[src/rtl/clk_stop_seq_pkg.sv]
package clk_stop_seq_pkg;

  typedef enum logic [2:0] {
    ST_IDLE      = 3'd0,
    ST_HANDSHAKE = 3'd1,
    ST_STOPPED   = 3'd2,
    ST_RESYNC    = 3'd3,
    ST_RELEASE   = 3'd4
  } seqState_t;

  // strobes from control to the delay counter
  typedef struct packed {
    logic load;
    logic dec;
  } cntStrobe_t;

endpackage

[src/rtl/clk_stop_sync.sv]
module clk_stop_sync #(
  parameter int WIDTH  = 5,
  parameter int STAGES = 2
) (
  input  logic             clkSlow,
  input  logic             rstN,
  input  logic [WIDTH-1:0] asyncIn,
  output logic [WIDTH-1:0] syncOut
);

  logic [WIDTH-1:0] stage [STAGES];

  always_ff @(posedge clkSlow or negedge rstN) begin
    if (!rstN) begin
      for (int i = 0; i < STAGES; i++) stage[i] <= '0;
    end else begin
      stage[0] <= asyncIn;
      for (int i = 1; i < STAGES; i++) stage[i] <= stage[i-1];
    end
  end

  assign syncOut = stage[STAGES-1];

endmodule

[src/rtl/clk_stop_datapath.sv]
module clk_stop_datapath
  import clk_stop_seq_pkg::*;
#(
  parameter int DELAY_W    = 4,
  parameter int CYC_PER_MS = 33
) (
  input  logic               clkSlow,
  input  logic               rstN,
  input  cntStrobe_t         strobe,
  input  logic [DELAY_W-1:0] delayMs,
  output logic               cntZero
);

  localparam int MAX_MS = (1 << DELAY_W) - 1;
  localparam int CNT_W  = $clog2(MAX_MS * CYC_PER_MS + 1);

  logic [CNT_W-1:0] cnt;

  always_ff @(posedge clkSlow or negedge rstN) begin
    if (!rstN) begin
      cnt <= '0;
    end else if (strobe.load) begin
      cnt <= CNT_W'(int'(delayMs) * CYC_PER_MS);
    end else if (strobe.dec) begin
      cnt <= cnt - 1'b1;
    end
  end

  assign cntZero = (cnt == '0);

  // the window counter never wraps below zero
  a_r5_no_underflow: assert property (@(posedge clkSlow) disable iff (!rstN)
    (strobe.dec && !strobe.load) |-> (cnt != '0));

  // a load and a decrement are never requested together
  a_r5_strobe_exclusive: assert property (@(posedge clkSlow) disable iff (!rstN)
    !(strobe.load && strobe.dec));

endmodule

[src/rtl/clk_stop_ctrl.sv]
module clk_stop_ctrl
  import clk_stop_seq_pkg::*;
(
  input  logic       clkSlow,
  input  logic       rstN,
  input  logic       goS,
  input  logic       ackS,
  input  logic       enS,
  input  logic       wakeS,
  input  logic       cntZero,
  output cntStrobe_t strobe,
  output logic       clkStop,
  output logic       suspReq,
  output logic       smiHold
);

  seqState_t state, stateNext;

  always_comb begin
    stateNext = state;
    unique case (state)
      ST_IDLE:      if (goS) stateNext = ST_HANDSHAKE;
      ST_HANDSHAKE: begin
        if (wakeS)            stateNext = ST_RELEASE;
        else if (ackS && enS) stateNext = ST_STOPPED;
      end
      ST_STOPPED:   if (wakeS) stateNext = ST_RESYNC;
      ST_RESYNC:    if (cntZero) stateNext = ST_RELEASE;
      ST_RELEASE:   stateNext = ST_IDLE;
      default:      stateNext = ST_IDLE;
    endcase
  end

  always_ff @(posedge clkSlow or negedge rstN) begin
    if (!rstN) state <= ST_IDLE;
    else       state <= stateNext;
  end

  always_comb begin
    strobe.load = (state == ST_STOPPED) && wakeS;
    strobe.dec  = (state == ST_RESYNC) && !cntZero;
  end

  assign clkStop = (state == ST_STOPPED);
  assign suspReq = (state == ST_HANDSHAKE) || (state == ST_STOPPED) || (state == ST_RESYNC);
  assign smiHold = (state == ST_RESYNC);

  // the clocks stop only after an enabled, acknowledged handshake
  a_r3_stop_needs_ack_en: assert property (@(posedge clkSlow) disable iff (!rstN)
    $rose(clkStop) |-> ($past(ackS) && $past(enS) && $past(suspReq)));

  // SMI hold and clock stop are mutually exclusive
  a_r8_no_overlap: assert property (@(posedge clkSlow) disable iff (!rstN)
    !(clkStop && smiHold));

  // SMI is only driven while the request is held
  a_r8_smi_under_req: assert property (@(posedge clkSlow) disable iff (!rstN)
    smiHold |-> suspReq);

  // SMI and the request are released in the same cycle
  a_r5_joint_release: assert property (@(posedge clkSlow) disable iff (!rstN)
    $fell(smiHold) |-> !suspReq);

  // a wake during the handshake never leads to stopped clocks or SMI
  a_r7_abort: assert property (@(posedge clkSlow) disable iff (!rstN)
    (suspReq && !clkStop && !smiHold && wakeS) |=> (!clkStop && !smiHold));

  // a wake while stopped restarts the clocks at the next edge
  a_r4_wake_restart: assert property (@(posedge clkSlow) disable iff (!rstN)
    (clkStop && wakeS) |=> (!clkStop && smiHold));

endmodule

[src/rtl/clk_stop_seq.sv]
module clk_stop_seq
  import clk_stop_seq_pkg::*;
#(
  parameter int DELAY_W     = 4,
  parameter int CYC_PER_MS  = 33,
  parameter int SYNC_STAGES = 2
) (
  input  logic               clkSlow,
  input  logic               rstN,
  input  logic               suspendGo,
  input  logic               procAck,
  input  logic               stopEn,
  input  logic               smiWake,
  input  logic               irqWake,
  input  logic [DELAY_W-1:0] resyncMs,
  output logic               clkStop,
  output logic               suspReq,
  output logic               smiHold
);

  localparam int SYNC_W = 4;

  logic [SYNC_W-1:0] rawIn, syncIn;
  cntStrobe_t        strobe;
  logic              cntZero;

  assign rawIn = {suspendGo, procAck, stopEn, smiWake | irqWake};

  clk_stop_sync #(.WIDTH(SYNC_W), .STAGES(SYNC_STAGES)) u_sync (
    .clkSlow (clkSlow),
    .rstN    (rstN),
    .asyncIn (rawIn),
    .syncOut (syncIn)
  );

  clk_stop_ctrl u_ctrl (
    .clkSlow (clkSlow),
    .rstN    (rstN),
    .goS     (syncIn[3]),
    .ackS    (syncIn[2]),
    .enS     (syncIn[1]),
    .wakeS   (syncIn[0]),
    .cntZero (cntZero),
    .strobe  (strobe),
    .clkStop (clkStop),
    .suspReq (suspReq),
    .smiHold (smiHold)
  );

  clk_stop_datapath #(.DELAY_W(DELAY_W), .CYC_PER_MS(CYC_PER_MS)) u_dp (
    .clkSlow (clkSlow),
    .rstN    (rstN),
    .strobe  (strobe),
    .delayMs (resyncMs),
    .cntZero (cntZero)
  );

endmodule

[config.mk]
export PLATFORM = sky130hd
export DESIGN_NAME = clk_stop_seq
export DESIGN_NICKNAME = d
export VERILOG_FILES = /design/src/rtl/clk_stop_seq_pkg.sv /design/src/rtl/clk_stop_sync.sv /design/src/rtl/clk_stop_datapath.sv /design/src/rtl/clk_stop_ctrl.sv /design/src/rtl/clk_stop_seq.sv
export SDC_FILE = /design/constraint.sdc
export NUM_CORES = 1
export LEC_CHECK = 0
export BUFFER_PORTS_ARGS = -buffer_cell sky130_fd_sc_hd__buf_2
export CAP_MARGIN = 20
export CORE_UTILIZATION = 55
export CTS_CLUSTER_SIZE = 16
export DETAILED_ROUTE_END_ITERATION = 16
export GPL_ROUTABILITY_DRIVEN = 0
export PLACE_DENSITY = 0.78
export SLEW_MARGIN = 5
export SYNTH_ARGS = -nofsm -noshare
export SYNTH_HDL_FRONTEND = slang
export SYNTH_SLANG_ARGS = --single-unit
[constraint.sdc]
create_clock -name clkSlow -period 3.5 [get_ports clkSlow]
set_clock_uncertainty 0.1 [all_clocks]
set_input_delay 0.7 -clock clkSlow [delete_from_list [all_inputs] [get_ports clkSlow]]
set_output_delay 0.7 -clock clkSlow [all_outputs]
set_load 0.02 [all_outputs]
# After elaboration in Yosys (flattened, before gate mapping)
# Index checks and enable logic that the tools add are counted.
# word_totals
ff_bits	20
in_bits	11
output_inout_bits	3
elab_cells	32
# classes
n_addsub	1
n_mul	1
eq_ne	7
muxes	8
bitwise_logic	1
n_reduce_logical	10
# ops
cell	count
9-bit 2-to-1 mux	2
3-bit 2-to-1 mux	5
3-bit one-hot mux with 4 select lines	1
9-bit zero test	1
4-bit by 6-bit multiplier with 9-bit output, second input constant	1
9-bit by 1-bit subtractor with 9-bit output, second input constant	1
3-bit by 2-bit == test with 1-bit output, second input constant	2
2-bit by 1-bit != test with 1-bit output, second input constant	2
4-bit AND reduction	1
3-bit by 1-bit == test with 1-bit output, second input constant	1
1-bit logical AND	3
3-bit zero test	1
3-bit by 2-bit != test with 1-bit output, second input constant	1
1-bit logical OR	2
2-bit != test, second input constant	1
2-bit nonzero test	1
1-bit zero test	1
1-bit OR	1

# Logic depth before layout (Yosys ltp)
# logic_depth
word_depth	5
mapped_depth	7
ltp_nobuf	6

# By module
# From an unflattened synthesis, not the netlist that was laid out.
# hier_totals
cells_unflattened	90
area_unflattened_um2	949.7
# by_module_without_submodules
module	n_inst	cells_each	area_per_inst_um2	seq_area_each_um2
clk_stop_datapath	1	51	486.7	225.2
clk_stop_sync	1	12	230.2	200.2
clk_stop_ctrl	1	26	226.5	75.1
clk_stop_seq	1	1	6.3	0.0

# Worst setup path before layout
# No wires, ideal clock.
# synth_timing
path_type	register to register
startpoint	register u_dp.cnt[0]
endpoint	register u_dp.cnt[6]
setup_ns	0.121
arrival_time_ns	1.801
required_time_ns	3.279
slack_ns	1.477
stages_incl_launch_ff	7
path_cell_list	dfrtp_1 -> inv_1 -> ha_1 -> or4b_1 -> or4_4 -> xor2_1 -> o21ai_2
# synth_via
elab_chain_len	4
word_cells_on_any_way	7
classes_between	1 x add/sub; 2 x mux; 4 x reduce/logical
# synth_rtl
element	line	text
start, declared	clk_stop_datapath.sv:17	logic [CNT_W-1:0] cnt;
start signal, assigned	clk_stop_datapath.sv:23	cnt <= CNT_W'(int'(delayMs) * CYC_PER_MS);
start signal, assigned	clk_stop_datapath.sv:25	cnt <= cnt - 1'b1;
parallel branches: the longest is 4 deep, another holds 9-bit by 1-bit subtractor with 9-bit output	-	
# Several ways; the timed one is not identified. The select of a mux whose other input is x is not followed.
# A chain may end at the register's enable or synchronous reset.

# Worst setup path in the final report
# Ends and elaborated chain as after synthesis.

==> results.py <==
metrics = {
    "cts": {
        "ctsHoldBuffers": 0,
        "clkSinkCount": 20,
        "cts_tree": "built",
        "clock_latency_ns": 0.29,
        "htreeDepth": 1,
        "cts_buffers": 3,
        "clock_path_buffers": 2,
        "cts_setup_buffers": 0,
        "cts-resized-gates": 0,
        "cts-root-buf": "clkbuf_4",
        "clk_pin_slew_ns": 0.11,
    },
    "global_routing": {
        "antenna_found_initial": 0,
        "overflow": 0,
        "grt_pass1_vias": 700,
        "grt_max_degree": 21,
        "grt_use_total_pct": 23.03,
        "grt_pass1_wl_um": 3029,
    },
    "placed_design": {
        "pre_cts_ws_ns": 1.367,
        "dpl_cell_area_sq_um": 967.2,
        "hpwl_um": 1218,
        "placement.io_buffers": 13,
    },
    "layout": {
        "fin_area_sq_um": 1003,
        "diodes": 0,
        "area_growth_pct": 12.48,
        "nNetsFinal": 110,
        "drive_gt1_share_pct": 22.68,
    },
    "die": {
        "die_area_sq_um": 1787,
        "die_y_um": 42.28,
        "fp-row-count": 14,
        "core_area_sq_um": 1506,
        "dieWidth_um": 42.28,
        "start_util_pct": 59.22,
        "ios": 14,
    },
    "outcome": {
        "status": "finished, final reports clean",
    },
    "drt": {
        "drc_errors": 0,
        "antenna_left": 0,
        "dr_total_vias": 703,
        "drtIter0Drc": 20,
        "viasPerCell": 6.221,
        "dr.pass1.iters": 4,
        "wire_per_inst_um": 15.14,
        "routed_wl_um": 1711,
    },
    "logic_synthesis": {
        "synth.cell_area_sq_um": 892.1,
        "synth_edf_count": 0,
        "synth_ff_type": "dfrtp_1",
        "async_flop_share_pct": 100.0,
        "ys_warn_count": 0,
        "ys_seq_area_share_pct": 56.10,
        "ys_ff_latch": 20,
        "ys_types": 36,
        "synth_nets": 94,
        "syn_area_per_cell_sq_um": 10.88,
        "syn_inst": 82,
    },
    "sta": {
        "fmax_mhz": 462.5,
        "hold_violations": 0,
        "drv_slew": 0,
        "tightest_slew_ns": 0.4841,
        "setup_tns_ns": 0,
        "setup_viol": 0,
        "post-route-period-util_pct": 61.77,
        "setup_ws_ns": 1.338,
        "final.min_clock_period_ns": 2.162,
        "rsz0062_at_grt": "no",
        "relSlewSlack_pct": 67.43,
    },
    "critical_path": {
        "r2r_setup_slack_ns": 1.34,
        "worst-setup-path-type": "register to register",
        "crit_fanout": 5,
        "cp.required_ns": 3.59,
        "arrival_ns": 2.25,
        "crit_path_end_kind": "register",
        "cp-start-kind": "register",
    },
    "job": {
        "cap_violations": 0,
    },
    "power_and_ir_drop": {
        "swShare_pct": 40.65,
        "ir_drop_v": 0.0005504,
        "finalPower_w": 0.0008573,
        "seq_power_share_pct": 45.9,
        "combPwrFrac_pct": 38.8,
        "p_per_area_nw_per_um2": 854.4,
        "p_int_w": 0.0005088,
        "clkPwrFrac_pct": 15.3,
        "switchingPower_w": 0.0003485,
        "leakage_nw": 0.4319,
    },
    "hold_path": {
        "holdCritPathClass": "input pin to asynchronous set/reset pin",
    },
}
==> path summary, 6_finish.rpt <==
path	end	cells after the start	start
worst max-delay path	u_dp.cnt[6]	6	u_dp.cnt[0]
min in group clkSlow	u_sync.syncOut[0]	0	u_sync.stage[4]
worst min register to register	u_sync.syncOut[0]	0	u_sync.stage[4]
worst max register to register	u_dp.cnt[6]	6	u_dp.cnt[0]
max in group asynchronous	u_dp.cnt[2]	1	rstN
worst min-delay path	u_ctrl.state[2]	1	rstN
==> Yosys cell counts (all sizes together), types with 2 or more instances <==
| library cell | n | area share, % |
|---|---|---|
| nand2 | 5 | 2.1 |
| inv | 3 | 1.3 |
| nor2 | 7 | 2.9 |
| dfrtp | 20 | 56 |
| o31ai | 2 | 1.7 |
| or3 | 3 | 2.2 |
| nand3 | 3 | 1.7 |
| buf | 2 | 1.1 |
| o211ai | 3 | 2.5 |
| o41ai | 2 | 2.0 |
| a21oi | 2 | 1.1 |
| or4 | 2 | 2.1 |
| nor4b | 2 | 2.0 |
| or2 | 2 | 1.4 |
| o21ai | 5 | 3.2 |
| a31oi | 2 | 1.4 |
==> power by group through the flow <==
stage	combinational, W	clock [W]	sequential (W)
final	0.000332	0.000131	0.000394
after global routing	0.000378	0.000140	0.000407
after CTS	0.000331	0.000133	0.000391
after detailed placement	0.000329	0	0.000396
after global placement	0.000314	0	0.000389
after floorplan	0.000269	0	0.000363
==> cells by family (layout without fill, tap and decap cells) <==
kind of cell / Yosys count / count (layout) / share of synthesized area (%)
adder cells (fa/ha/maj): 1 / 1 / 1.402
buffers and inverters: 5 / 20 / 2.384
AO/OA/AOI/OAI: 22 / 22 / 17.25
flip-flops: 20 / 20 / 56.10
XOR/XNOR: 2 / 2 / 1.964
AND/OR/NAND/NOR: 32 / 32 / 20.90
==> area by class of cell <==
type,instances,area [sq um]
Timing Repair Buffer,13,65.06
Fill cell,123,503.0
Clock buffer,4,36.28
Inverter,3,11.26
Multi-Input combinational cell,57,370.4
Tap cell,16,20.02
Sequential cell,20,500.5
==> metal layers <==
| layer | GRT usage [%] | wire length (um) | vias to the layer above |
|---|---|---|---|
| li1 | - | - | 337 |
| met4 | 11.25 | 9 | 0 |
| met2 | 36.92 | 818 | 25 |
| met5 | 0 | 0 | - |
| met3 | 3.879 | 81 | 2 |
| met1 | 30.32 | 802 | 339 |
==> worst max-delay path, stage by stage (launching register included) <==
cell	delay (ns)
dfrtp_1	0.39
inv_1	0.11
ha_1	0.24
or4b_1	0.48
or4_4	0.50
xor2_1	0.18
o21ai_2	0.06
==> through the flow <==
stage	hold slack (ns)	std cells	util (%)
after global placement	0.2323	109	64.20
after detailed placement	0.2347	109	64.20
final	0.2262	113	66.61
after floorplan	0.2312	82	-
after CTS	0.2359	113	66.61
after global routing	0.2549	113	66.61
==> placed cells by master (no fill, tap or decap), drive strengths merged, types with 2 or more instances in the layout <==
cell type and n:
inv 3, nor4b 2, o21ai 5, or3 3, or4 2, buf 13
a31oi 2, nand3 3, nand2 5, clkbuf 4, o41ai 2, o211ai 3
nor2 7, a21oi 2, o31ai 2, dfrtp 20, or2 2
==> sequential cells by signal (all words and copies together) (netlist names) <==
signal / count
u_sync.stage: 4
u_dp.cnt: 9
u_sync.syncOut: 4
u_ctrl.state: 3
Power figures use the tool's default switching activity.
